File: src/rtl/slave_intc_pkg.sv
package slave_intc_pkg;
  localparam int NSRC    = 5;
  localparam int PRIO_W  = 3;
  localparam int CODE_W  = 3;
  localparam int VBASE_W = 5;
  localparam int ADDR_W  = 8;
  localparam int DATA_W  = 16;
  localparam int IDX_W   = $clog2(NSRC);
  localparam int TYPE_W  = VBASE_W + CODE_W;

  localparam logic [ADDR_W-1:0] OFF_VEC    = 8'h20;
  localparam logic [ADDR_W-1:0] OFF_EOI    = 8'h22;
  localparam logic [ADDR_W-1:0] OFF_MASK   = 8'h28;
  localparam logic [ADDR_W-1:0] OFF_THR    = 8'h2A;
  localparam logic [ADDR_W-1:0] OFF_INSV   = 8'h2C;
  localparam logic [ADDR_W-1:0] OFF_PEND   = 8'h2E;
  localparam logic [ADDR_W-1:0] OFF_STAT   = 8'h30;
  localparam logic [ADDR_W-1:0] OFF_CTL0   = 8'h32;

  typedef logic [PRIO_W-1:0] level_t;
  typedef logic [CODE_W-1:0] code_t;

  // fixed low bits of the type code per source index
  function automatic code_t src_code(input int idx);
    case (idx)
      0:       return 3'b000;
      1:       return 3'b010;
      2:       return 3'b011;
      3:       return 3'b100;
      default: return 3'b101;
    endcase
  endfunction

  function automatic logic [ADDR_W-1:0] ctl_addr(input int idx);
    return ADDR_W'(int'(OFF_CTL0) + 2 * idx);
  endfunction
endpackage

File: src/rtl/slave_intc_arb.sv
module slave_intc_arb
  import slave_intc_pkg::*;
#(
  parameter int N  = NSRC,
  parameter int PW = PRIO_W,
  localparam int IW = $clog2(N)
) (
  input  logic [N-1:0]         pend,
  input  logic [N-1:0]         insv,
  input  logic [N-1:0]         mask,
  input  logic [N-1:0][PW-1:0] level,
  input  logic [PW-1:0]        thr,
  input  logic                 hold,
  input  logic                 enable,
  output logic                 fire,
  output logic [IW-1:0]        win_idx
);
  logic [N-1:0] elig;
  logic [PW:0]  best_lvl;
  logic [PW:0]  nest_lvl;
  logic         found;

  genvar g;
  generate
    for (g = 0; g < N; g++) begin : g_elig
      assign elig[g] = pend[g] && !mask[g] && (level[g] <= thr);
    end
  endgenerate

  // lowest level wins; on a tie the lower index wins
  always_comb begin
    best_lvl = {1'b1, {PW{1'b0}}};
    win_idx  = '0;
    found    = 1'b0;
    for (int i = 0; i < N; i++) begin
      if (elig[i] && ({1'b0, level[i]} < best_lvl)) begin
        best_lvl = {1'b0, level[i]};
        win_idx  = IW'(i);
        found    = 1'b1;
      end
    end
  end

  // most urgent level currently in service sets the nesting floor
  always_comb begin
    nest_lvl = {1'b1, {PW{1'b0}}};
    for (int i = 0; i < N; i++) begin
      if (insv[i] && ({1'b0, level[i]} < nest_lvl)) begin
        nest_lvl = {1'b0, level[i]};
      end
    end
  end

  assign fire = enable && !hold && found && (best_lvl <= nest_lvl);
endmodule

File: src/rtl/slave_intc_regs.sv
module slave_intc_regs
  import slave_intc_pkg::*;
#(
  parameter int N  = NSRC,
  parameter int PW = PRIO_W,
  parameter int VW = VBASE_W,
  parameter int CW = CODE_W,
  parameter int AW = ADDR_W,
  parameter int DW = DATA_W
) (
  input  logic                 clk,
  input  logic                 rst,
  input  logic                 wr_en,
  input  logic                 rd_en,
  input  logic [AW-1:0]        addr,
  input  logic [DW-1:0]        wdata,
  input  logic [N-1:0]         pend,
  input  logic [N-1:0]         insv,
  output logic [N-1:0][PW-1:0] level,
  output logic [N-1:0]         mask,
  output logic [PW-1:0]        thr,
  output logic                 hold,
  output logic [VW-1:0]        vbase,
  output logic                 eoi_v,
  output logic [CW-1:0]        eoi_code,
  output logic [DW-1:0]        rdata
);
  logic [DW-1:0] rd_next;
  logic [N-1:0]  ctl_hit;
  logic          unused_bits;

  assign unused_bits = ^wdata[DW-1:CW+VW];

  genvar g;
  generate
    for (g = 0; g < N; g++) begin : g_hit
      assign ctl_hit[g] = (addr == ctl_addr(g));
    end
  endgenerate

  assign eoi_v    = wr_en && (addr == OFF_EOI);
  assign eoi_code = wdata[CW-1:0];

  always_ff @(posedge clk) begin
    if (rst) begin
      for (int i = 0; i < N; i++) level[i] <= '1;
      mask  <= '1;
      thr   <= '1;
      hold  <= 1'b0;
      vbase <= '0;
    end else if (wr_en) begin
      for (int i = 0; i < N; i++) begin
        if (ctl_hit[i]) begin
          level[i] <= wdata[PW-1:0];
          mask[i]  <= wdata[PW];
        end
      end
      case (addr)
        OFF_MASK: mask  <= wdata[N-1:0];
        OFF_THR:  thr   <= wdata[PW-1:0];
        OFF_STAT: hold  <= wdata[0];
        OFF_VEC:  vbase <= wdata[CW+VW-1:CW];
        default: ;
      endcase
    end
  end

  always_comb begin
    rd_next = '0;
    for (int i = 0; i < N; i++) begin
      if (ctl_hit[i]) begin
        rd_next[PW-1:0] = level[i];
        rd_next[PW]     = mask[i];
      end
    end
    case (addr)
      OFF_MASK: rd_next[N-1:0]     = mask;
      OFF_THR:  rd_next[PW-1:0]    = thr;
      OFF_STAT: rd_next[0]         = hold;
      OFF_VEC:  rd_next[CW+VW-1:CW] = vbase;
      OFF_PEND: rd_next[N-1:0]     = pend;
      OFF_INSV: rd_next[N-1:0]     = insv;
      default: ;
    endcase
  end

  always_ff @(posedge clk) begin
    if (rst)        rdata <= '0;
    else if (rd_en) rdata <= rd_next;
  end
endmodule

File: src/rtl/slave_intc.sv
module slave_intc
  import slave_intc_pkg::*;
#(
  parameter int N  = NSRC,
  parameter int PW = PRIO_W,
  parameter int VW = VBASE_W,
  parameter int CW = CODE_W,
  parameter int AW = ADDR_W,
  parameter int DW = DATA_W,
  localparam int IW = $clog2(N),
  localparam int TW = VW + CW
) (
  input  logic          clk,
  input  logic          rst,
  input  logic          slave_en,
  input  logic [N-1:0]  src_req,
  input  logic          ack,
  input  logic          wr_en,
  input  logic          rd_en,
  input  logic [AW-1:0] addr,
  input  logic [DW-1:0] wdata,
  output logic [DW-1:0] rdata,
  output logic          irq_out,
  output logic [TW-1:0] int_type
);
  logic [N-1:0]         req_q;
  logic [N-1:0]         inserv_q;
  logic [IW-1:0]        win_q;
  logic [N-1:0][PW-1:0] level;
  logic [N-1:0]         mask;
  logic [PW-1:0]        thr;
  logic                 hold;
  logic [VW-1:0]        vbase;
  logic                 eoi_v;
  logic [CW-1:0]        eoi_code;
  logic                 fire;
  logic [IW-1:0]        win_idx;
  logic                 take;
  logic [N-1:0]         take_vec;
  logic [N-1:0]         eoi_vec;
  logic [CW-1:0]        win_code;

  slave_intc_regs #(.N(N), .PW(PW), .VW(VW), .CW(CW), .AW(AW), .DW(DW)) u_regs (
    .clk(clk), .rst(rst), .wr_en(wr_en), .rd_en(rd_en), .addr(addr),
    .wdata(wdata), .pend(req_q), .insv(inserv_q), .level(level),
    .mask(mask), .thr(thr), .hold(hold), .vbase(vbase), .eoi_v(eoi_v),
    .eoi_code(eoi_code), .rdata(rdata)
  );

  slave_intc_arb #(.N(N), .PW(PW)) u_arb (
    .pend(req_q), .insv(inserv_q), .mask(mask), .level(level), .thr(thr),
    .hold(hold), .enable(slave_en), .fire(fire), .win_idx(win_idx)
  );

  assign take = slave_en && ack && irq_out;

  genvar g;
  generate
    for (g = 0; g < N; g++) begin : g_src
      assign take_vec[g] = take && (win_q == IW'(g));
      assign eoi_vec[g]  = eoi_v && (eoi_code == src_code(g));
    end
  endgenerate

  always_comb begin
    win_code = src_code(0);
    for (int i = 0; i < N; i++) begin
      if (win_idx == IW'(i)) win_code = src_code(i);
    end
  end

  always_ff @(posedge clk) begin
    if (rst) begin
      req_q    <= '0;
      inserv_q <= '0;
      win_q    <= '0;
      irq_out  <= 1'b0;
      int_type <= '0;
    end else begin
      req_q    <= (req_q & ~take_vec) | src_req;
      inserv_q <= (inserv_q & ~eoi_vec) | take_vec;
      irq_out  <= fire && !take;
      if (fire && !take) begin
        win_q    <= win_idx;
        int_type <= {vbase, win_code};
      end
    end
  end
endmodule

File: config.mk
export PLATFORM = sky130hd
export DESIGN_NAME = slave_intc
export DESIGN_NICKNAME = d
export VERILOG_FILES = /design/src/rtl/slave_intc_pkg.sv /design/src/rtl/slave_intc_arb.sv /design/src/rtl/slave_intc_regs.sv /design/src/rtl/slave_intc.sv
export SDC_FILE = /design/constraint.sdc
export NUM_CORES = 1
export LEC_CHECK = 0
export BUFFER_PORTS_ARGS = -buffer_cell sky130_fd_sc_hd__clkbuf_2
export CELL_PAD_IN_SITES_DETAIL_PLACEMENT = 1
export CELL_PAD_IN_SITES_GLOBAL_PLACEMENT = 1
export CORE_MARGIN = 2
export CORE_UTILIZATION = 46
export DETAILED_ROUTE_END_ITERATION = 10
export PLACE_DENSITY_LB_ADDON = 0.2
export REMOVE_ABC_BUFFERS = 1
export SYNTH_ARGS = -nofsm -noshare
export SYNTH_HDL_FRONTEND = slang
export SYNTH_SLANG_ARGS = --single-unit
export TNS_END_PERCENT = 5
File: constraint.sdc
create_clock -name clk -period 19.59 [get_ports clk]
set_input_delay 1.959 -clock clk [delete_from_list [all_inputs] [get_ports clk]]
set_output_delay 1.959 -clock clk [all_outputs]
set_load 0.1 [all_outputs]
==> impl_metrics.json, run 1 <==
{
  "multi_input_area_um2": 2760,
  "cp_max_fo": 13,
  "cpMostUsedCell": "ha_1",
  "crit_slowest_cell": "a21oi_2",
  "core_area_um2": 8760,
  "end_kind": "flop",
  "rsz0062_at_grt": "no",
  "vdd_drop_max_v": 0.0000345,
  "antenna_left": 0,
  "cts_resized": 0,
  "cts-root-buf": "clkbuf_8",
  "fin_util_pct": 52.7,
  "io_pins": 60,
  "hp-class": "flop to flop",
  "synth_area_um2": 4200,
  "clock.fmax_mhz": 106,
  "cts_tree": "done",
  "fillers": 1085,
  "final_common_cell": "dfxtp_1",
  "route.vias.total": 4094,
  "maxCapViolCount": 0,
  "cts_made_buffers": 9,
  "hold_viol_final": 0,
  "dp_hpwl_um": 10300,
  "fin_setup_tns_ns": 0,
  "nets": 622,
  "ys.warnings.count": 0,
  "cts-hold-fix-buffers": 0,
  "finalCriticalPeriod_ns": 9.44,
  "relSlewSlack_pct": 40.5,
  "synthArstFlopShare_pct": 0,
  "cp.required_ns": 19.84,
  "arrival_ns": 9.70,
  "antenna_found_initial": 0,
  "cts_setup_buffers": 0,
  "firstDrtPassIters": 4,
  "syn_inst": 519,
  "die_w_um": 99.5,
  "cp_slowest_stage_delay_ns": 0.55,
  "gp_congestion": 0.927,
  "die_h_um": 99.5,
  "antenna_cells": 0,
  "drive_above_1_share_pct": 14.5,
  "initial_utilization_pct": 47.9,
  "first_iter_violations": 192,
  "fin_crit_sh_pct": 48.2,
  "yosysSeqAreaShare_pct": 28.2,
  "seqCellArea_um2": 1180,
  "portBuffers": 43,
  "htree_levels": 3,
  "drc": 0,
  "leakagePower_nw": 1.99,
  "clk_path_buf_depth": 2,
  "status": "completed",
  "clk_pin_slew_worst_paths_ns": 0.08,
  "drt-vias-per-instance": 6.16,
  "crit_type": "flop to flop",
  "avgSynthCellArea_um2": 8.08,
  "synth.distinct_cells": 68,
  "wire_per_inst_um": 20.0,
  "synth_top_flop_cell": "dfxtp_1",
  "synth_edf_count": 0,
  "worstSkewPairLatency_ns": 0.35,
  "mostFrequentLayoutCells": "dfxtp_1, nor2_1, nand2_1",
  "power.density_nw_per_um2": 58.7,
  "fin_skew_ns": 0.00431,
  "grt-ovfl-total": 0,
  "worst_pin_slew_ns": 0.892,
  "grt_pass1_wl_um": 21800,
  "critPathLaunchType": "flop",
  "routed_wl_um": 13300,
  "grt_util_all_layers_pct": 28.0,
  "synthToLayoutAreaGrowth_pct": 9.99,
  "cts_num_sinks": 59,
  "num_rows": 34,
  "setup_violations": 0,
  "grt_pass1_vias": 4322,
  "maxSlewViolCount": 0,
  "dieArea_um2": 9900,
  "synth-seq-cells": 59,
  "grt_max_degree": 36
}
-- synthesized netlist by cell type (3+ instances only) --
master    number  area [um2]
o211ai_1      20         150
nand2_1       52         195
a21o_1         4        30.0
mux2_2         3        33.8
a211o_1        5        43.8
a32oi_1        3        26.3
a31oi_1        3        18.8
a21oi_1       35         175
or3_1          4        25.0
nor3_1         5        25.0
inv_1         30         113
nor2b_1        9        56.3
mux2i_1       29         290
ha_1          35         438
o21ai_1        4        20.0
o211a_1        3        30.0
buf_4          9        67.6
buf_6          3        33.8
o21ai_0       18        90.1
a22o_1         5        43.8
and3_1         3        18.8
nand3_1       21         105
a22oi_1        4        30.0
and2_1         4        25.0
o21a_1         3        22.5
o32ai_1        4        35.0
buf_2          3        15.0
clkbuf_1      13        48.8
nand2b_1      10        62.6
a211oi_1       7        52.6
o22ai_1        4        25.0
dfxtp_1       59        1180
nor2_1        58         218
-- metrics by stage --
stage,power (mW),setup WS [ns],hold WS [ns],instance area (um2),std cells
4_1_cts,0.273,10.24,0.475,4610,665
2_1_floorplan,0.143,11.83,0.460,4060,498
5_1_grt,0.281,9.71,0.498,4610,665
6_report,0.271,10.15,0.469,4610,665
3_5_place_dp,0.153,10.27,0.457,4410,649
3_3_place_gp,0.152,10.56,0.451,4410,649
-- worst paths after layout --
check                      from          end  slack, ns  depth (start not counted)
setup / recovery  u_regs.thr[1]     win_q[1]      10.15                         40
hold / removal      int_type[1]  int_type[1]       0.47                          1
setup reg to reg  u_regs.thr[1]     win_q[1]      10.15                         40
hold reg to reg     int_type[1]  int_type[1]       0.47                          1
-- flip-flops by register name, indices dropped and copies added (netlist names) --
name / cells
req_q: 5
win_q: 3
u_regs.rdata: 8
int_type: 8
u_regs.thr: 3
u_regs.hold: 1
inserv_q: 5
irq_out: 1
u_regs.level: 15
u_regs.vbase: 5
u_regs.mask: 5
-- per-layer routing --
layer,global-route usage (%),vias to the layer above,part of all wire (%)
li1,-,1953,-
met1,34.2,1993,43
met2,48.3,115,49
met3,4.36,33,4.0
met4,13.1,0,3.4
met5,0,-,0
-- power by group --
part / switching [mW] / leakage (nW) / internal, mW
Sequential: 0.00142 / 0.479 / 0.121
Clock: 0.0593 / 0.103 / 0.0611
Combinational: 0.0217 / 1.41 / 0.00618
Total: 0.0823 / 1.99 / 0.189
-- worst max-delay path: cells and delay by family, from the launching register on --
family	cells	cell delay, ns
buffers and inverters	1	0.25
flip-flops	1	0.33
AO/OA/AOI/OAI	23	5.03
adder cells (fa/ha/maj)	6	1.82
AND/OR/NAND/NOR	10	1.92
-- logic make-up after synthesis --
group                      count (synthesis)  share of synthesized area (%)
DFF                                       59                           28.2
adders and majority gates                 35                           10.4
other                                      1                         0.0894
buffers and inverters                     59                           6.71
and+or+nand+nor                          184                           21.4
muxes                                     34                           8.26
AOI/OAI and AO/OA                        147                           25.0
-- area by class of cell --
cell class | count | share of cell area, %
repair buffers | 43 | 4.66
clock buffers | 9 | 2.68
clock inverters | 7 | 1.82
well taps | 108 | 2.93
multi-input cells | 408 | 59.8
inverters | 31 | 2.52
flip-flops and latches | 59 | 25.6
Note: power is estimated with default switching activity, not from simulation.
==> run 2: changes to the inputs <==
--- a/config.mk
+++ b/config.mk
@@ -9,7 +9,7 @@
 export CELL_PAD_IN_SITES_DETAIL_PLACEMENT = 1
 export CELL_PAD_IN_SITES_GLOBAL_PLACEMENT = 1
 export CORE_MARGIN = 2
-export CORE_UTILIZATION = 46
+export CORE_UTILIZATION = 43
 export DETAILED_ROUTE_END_ITERATION = 10
 export PLACE_DENSITY_LB_ADDON = 0.2
 export REMOVE_ABC_BUFFERS = 1
==> constraint.sdc (replaced) <==
create_clock -name clk -period 9.4 [get_ports clk]
set_input_delay 0.94 -clock clk [delete_from_list [all_inputs] [get_ports clk]]
set_output_delay 0.94 -clock clk [all_outputs]
set_load 0.1 [all_outputs]
==> impl_metrics.json, run 2 (synthesized netlist as in run 1, its figures left out) <==
{
  "arrival_ns": 8.91,
  "grt_max_degree": 36,
  "power_frac_clock_pct": 43.3,
  "fin_setup_tns_ns": 0,
  "fin_crit_sh_pct": 92.1,
  "critPathLaunchType": "flop",
  "dieArea_um2": 10600,
  "crit_type": "flop to flop",
  "cpMostUsedCell": "ha_1",
  "route.vias.total": 4105,
  "cts-root-buf": "clkbuf_8",
  "top_regs": "u_regs.level: 15 flops, int_type: 8 flops, u_regs.rdata: 8 flops",
  "antenna_left": 0,
  "grt_pass1_wl_um": 21200,
  "r2r-start": "u_regs.thr[1]",
  "rsz0062_at_grt": "no",
  "grt_pass1_vias": 4138,
  "die_w_um": 103,
  "crit_slowest_cell": "a211o_1",
  "drt-vias-per-instance": 5.91,
  "num_rows": 36,
  "wire_per_inst_um": 19.3,
  "cp_slowest_stage_delay_ns": 0.35,
  "synthToLayoutAreaGrowth_pct": 11.3,
  "core_area_um2": 9640,
  "switchingPower_uw": 164,
  "setup_violations": 0,
  "pwr-share-comb_pct": 10.5,
  "drc": 0,
  "fin_util_pct": 48.4,
  "timing.rr.end": "win_q[0]",
  "io_pins": 60,
  "firstDrtPassIters": 4,
  "holdPathEnd": "u_regs.rdata[6]",
  "clk_path_buf_depth": 2,
  "internal_power_uw": 390,
  "hold_depth": 2,
  "rrSetupSlack_ns": 0.74,
  "routed_wl_um": 13400,
  "hp-class": "flop to flop",
  "hold_viol_final": 0,
  "antenna_cells": 0,
  "initial_utilization_pct": 43.5,
  "cts_tree": "done",
  "cp_max_fo": 12,
  "p_sw_share_pct": 29.6,
  "mostFrequentLayoutCells": "dfxtp_1, nor2_1, nand2_1",
  "dpl-instance-area_um2": 4450,
  "maxSlewViolCount": 0,
  "clk_pin_slew_worst_paths_ns": 0.08,
  "largest_reg_flops": 15,
  "grt-ovfl-total": 0,
  "status": "completed",
  "cp.required_ns": 9.65,
  "die_h_um": 103,
  "gp_congestion": 0.891,
  "holdCritStartpoint": "u_regs.rdata[6]",
  "vdd_drop_max_v": 0.0000656,
  "portBuffers": 43,
  "clock.fmax_mhz": 115,
  "dp_hpwl_um": 10300,
  "finalCriticalPeriod_ns": 8.66,
  "final_common_cell": "dfxtp_1",
  "power.density_nw_per_um2": 119,
  "first_iter_violations": 164,
  "relSlewSlack_pct": 41.3,
  "leakagePower_nw": 2.01,
  "cts_made_buffers": 9,
  "cts_num_sinks": 59,
  "grt_util_all_layers_pct": 26.4,
  "end_kind": "flop",
  "worst_pin_slew_ns": 0.881,
  "fin_skew_ns": 0.0102,
  "seqPwrFrac_pct": 46.2,
  "worstSkewPairLatency_ns": 0.35,
  "htree_levels": 3,
  "antenna_found_initial": 0,
  "rr_worst_depth": 40,
  "nets": 626,
  "cts-hold-fix-buffers": 0,
  "regMostFlops": "u_regs.level",
  "fin_area_um2": 4670,
  "maxCapViolCount": 0,
  "drive_above_1_share_pct": 15.3
}
[run 2: how the worst max path moves through the flow]
stage	start	to	slack (ns)
finish	u_regs.thr[1]	win_q[0]	0.74
global route	u_regs.thr[1]	win_q[0]	0.09
CTS	u_regs.thr[1]	win_q[0]	0.50
detailed placement	u_regs.thr[1]	win_q[0]	0.52
global placement	u_regs.thr[1]	win_q[0]	0.76
floorplan	u_regs.thr[1]	win_q[1]	1.64
[run 2: metrics by stage]
stage               cells  power, mW  hold slack (ns)  worst slack (ns)
CTS                   692      0.558            0.481             0.497
finish                694      0.554            0.477             0.739
detailed placement    676      0.319            0.465             0.523
floorplan             498      0.298            0.460              1.64
global route          694      0.576            0.518            0.0922
global placement      676      0.318            0.455             0.762
[run 2: cell type report]
type                       instances  area (um2)
clock buffer                       9         124
inverter                          31         116
sequential                        59        1180
clock inverter                     7        77.6
tap                              133         166
fill                            1234        4970
timing repair buffer              47         245
multi-input combinational        408        2760
[run 2: power groups by stage]
stage | combinational, mW | clock (mW) | sequential (mW)
5_1_grt | 0.0619 | 0.258 | 0.256
3_5_place_dp | 0.0574 | 0 | 0.262
6_report | 0.0580 | 0.240 | 0.256
4_1_cts | 0.0578 | 0.244 | 0.256
3_3_place_gp | 0.0563 | 0 | 0.262
2_1_floorplan | 0.0296 | 0 | 0.268
[run 2: routing by layer]
metal / track usage, % / up-vias / wire length (um) / part of all wire, %
li1: - / 1962 / - / -
met1: 32.6 / 2035 / 5960 / 45
met2: 46.6 / 83 / 6610 / 49
met3: 4.47 / 25 / 523 / 3.9
met4: 8.81 / 0 / 289 / 2.2
met5: 0 / - / 0 / 0
[run 2: worst max-delay path, delay by kind of cell (launching register included)]
| family | cells | cell delay [ns] |
|---|---|---|
| compound gates | 23 | 4.52 |
| flops | 1 | 0.32 |
| fa+ha+maj | 6 | 1.81 |
| simple gates | 10 | 1.68 |
| buf+inv | 1 | 0.24 |
[run 2: timing repair]
item / 4_1_cts / 5_1_grt
setup buffers: 0 / 2
endpoints found under the setup margin: 0 / 6
gates resized for setup: 0 / 1
==> run 3: changes to the inputs <==
--- a/config.mk
+++ b/config.mk
@@ -9,11 +9,12 @@
 export CELL_PAD_IN_SITES_DETAIL_PLACEMENT = 1
 export CELL_PAD_IN_SITES_GLOBAL_PLACEMENT = 1
 export CORE_MARGIN = 2
-export CORE_UTILIZATION = 43
+export CORE_UTILIZATION = 44
 export DETAILED_ROUTE_END_ITERATION = 10
 export PLACE_DENSITY_LB_ADDON = 0.2
 export REMOVE_ABC_BUFFERS = 1
 export SYNTH_ARGS = -nofsm -noshare
 export SYNTH_HDL_FRONTEND = slang
+export SYNTH_HIERARCHICAL = 1
 export SYNTH_SLANG_ARGS = --single-unit
 export TNS_END_PERCENT = 5
==> impl_metrics.json, run 3 <==
{
  "status": "completed",
  "cts-root-buf": "clkbuf_8",
  "synth.distinct_cells": 78,
  "wire_per_inst_um": 19.5,
  "grt_util_all_layers_pct": 25.5,
  "synth_top_flop_cell": "dfxtp_1",
  "grt-ovfl-total": 0,
  "multi_input_area_um2": 2950,
  "cpMostUsedCell": "ha_1",
  "synth_top_cell_by_area": "dfxtp_1",
  "synthToLayoutAreaGrowth_pct": 10.3,
  "arrival_ns": 9.06,
  "hp-class": "flop to flop",
  "power.density_nw_per_um2": 114,
  "clock.fmax_mhz": 114,
  "drt-vias-per-instance": 6.10,
  "clk_path_buf_depth": 2,
  "die_h_um": 104,
  "end_kind": "flop",
  "seqCellArea_um2": 1180,
  "cp_top_family": "compound AO/OA/AOI/OAI gates",
  "num_rows": 36,
  "die_w_um": 104,
  "setup_violations": 0,
  "leakagePower_nw": 2.08,
  "route.vias.total": 4255,
  "routed_wl_um": 13600,
  "fillers": 1201,
  "final_common_cell": "dfxtp_1",
  "grt_pass1_wl_um": 22300,
  "io_pins": 60,
  "vdd_drop_max_v": 0.0000960,
  "ys.warnings.count": 6,
  "place_inst": 683,
  "mostFrequentLayoutCells": "dfxtp_1, clkbuf_2, nor2_1",
  "fin_crit_sh_pct": 93.4,
  "fin_util_pct": 49.9,
  "top_regs": "u_regs/level: 15 flops, int_type: 8 flops, u_regs/rdata: 8 flops",
  "synth_edf_count": 0,
  "fin_cells": 698,
  "busiest_layer": "met2",
  "ys_top_cells_by_count": "dfxtp_1, nor2_1, a21oi_1",
  "finalCriticalPeriod_ns": 8.78,
  "antenna_cells": 0,
  "fin_skew_ns": 0.00896,
  "drive_above_1_share_pct": 16.5,
  "antenna_found_initial": 0,
  "synth_top_cell_area_share_pct": 26.8,
  "critPathLaunchType": "flop",
  "drc": 0,
  "cp.required_ns": 9.68,
  "nets": 631,
  "antenna_left": 0,
  "grt_pass1_vias": 4389,
  "yosysSeqAreaShare_pct": 26.8,
  "crit_slowest_cell": "or4_1",
  "relSlewSlack_pct": 51.3,
  "cts-hold-fix-buffers": 0,
  "cts_num_sinks": 59,
  "cts_resized": 0,
  "htree_levels": 3,
  "cts_tree": "done",
  "dieArea_um2": 10800,
  "whs_ns": 0.475,
  "crit_type": "flop to flop",
  "grt_use_met2_pct": 45.1,
  "maxCapViolCount": 0,
  "first_iter_violations": 184,
  "rsz0062_at_grt": "no",
  "yosys-top-cells-area": "dfxtp_1, ha_1, mux2i_1, a21oi_1, nor2_1",
  "fin_setup_tns_ns": 0,
  "dpl-instance-area_um2": 4640,
  "avgSynthCellArea_um2": 8.26,
  "grt_max_degree": 48,
  "worstSkewPairLatency_ns": 0.35,
  "hold_viol_final": 0,
  "maxSlewViolCount": 0,
  "synth.most_common_cell": "dfxtp_1",
  "dp_hpwl_um": 10400,
  "worst_pin_slew_ns": 0.728,
  "clk_pin_slew_worst_paths_ns": 0.07,
  "cts_setup_buffers": 0,
  "regMostFlops": "u_regs/level",
  "synthArstFlopShare_pct": 0,
  "core_area_um2": 9730,
  "cts_made_buffers": 9,
  "portBuffers": 43,
  "firstDrtPassIters": 4,
  "grt_use_met3_pct": 3.88,
  "path_buf_inv": 3,
  "synth_area_um2": 4400,
  "grt.met1_usage_pct": 31.3,
  "fin_area_um2": 4860,
  "cp_slowest_stage_delay_ns": 0.55,
  "synth-seq-cells": 59,
  "gp_congestion": 0.868,
  "largest_reg_flops": 15,
  "initial_utilization_pct": 45.3,
  "cp_max_fo": 13,
  "syn_inst": 533
}
run 3: cell types whose count changed in the layout (fill, tap and decap cells not counted), moves of 6 or more:
cell / change
mux2i_1: -6
o21ai_0: +8
nor2_1: -17
nor3b_1: +7
mux2_2: +6
nand2_1: -16
o211ai_1: -9
run 3: final cells by class:
type	instances	share of cell area (%)
Multi-Input combinational cell	413	60.8
Sequential cell	59	24.4
Clock buffer	11	3.12
Clock inverter	4	1.03
Tap cell	133	3.43
Inverter	33	2.55
Timing Repair Buffer	45	4.74
run 3: through the flow:
| stage | power (mW) | setup slack [ns] |
|---|---|---|
| after floorplan | 0.295 | 0.965 |
| after global placement | 0.320 | 0.996 |
| after detailed placement | 0.321 | 0.461 |
| after CTS | 0.562 | 0.423 |
| after global routing | 0.577 | 0.0633 |
| final | 0.555 | 0.619 |
run 3: power by group:
| part | internal [mW] | switching (mW) |
|---|---|---|
| Sequential | 0.252 | 0.00248 |
| Combinational | 0.0149 | 0.0462 |
| Clock | 0.135 | 0.104 |
| Total | 0.402 | 0.153 |
run 3: worst reg2reg max path, delay by kind of cell, from the launching register on:
| kind | cells | cell delay (ns) |
|---|---|---|
| AO/OA/AOI/OAI | 19 | 3.47 |
| adder cells (fa/ha/maj) | 6 | 1.80 |
| AND/OR/NAND/NOR | 9 | 1.59 |
| multiplexers | 3 | 0.93 |
| buffers and inverters | 3 | 0.57 |
| flip-flops | 1 | 0.35 |
run 3: routing by layer:
layer	routed length, um	up-vias
met5	0	-
met2	6790	114
met1	5840	2099
li1	-	2019
met3	628	23
met4	320	0
run 3: path summary, 6_finish.rpt:
check             startpoint              end  slack, ns  cells after the start
max            u_regs/thr[1]      int_type[0]       0.62                     40
min          u_regs/rdata[4]  u_regs/rdata[4]       0.48                      2
max reg2reg    u_regs/thr[1]      int_type[0]       0.62                     40
min reg2reg  u_regs/rdata[4]  u_regs/rdata[4]       0.48                      2
run 3: cells by family after synthesis:
logic type | after synthesis | synth area share (%)
multiplexers | 32 | 7.53
AO/OA/AOI/OAI | 163 | 26.1
XOR/XNOR | 2 | 0.398
flip-flops | 59 | 26.8
other | 1 | 0.0852
adder cells (fa/ha/maj) | 35 | 9.95
buffers and inverters | 68 | 7.16
AND/OR/NAND/NOR | 173 | 21.9
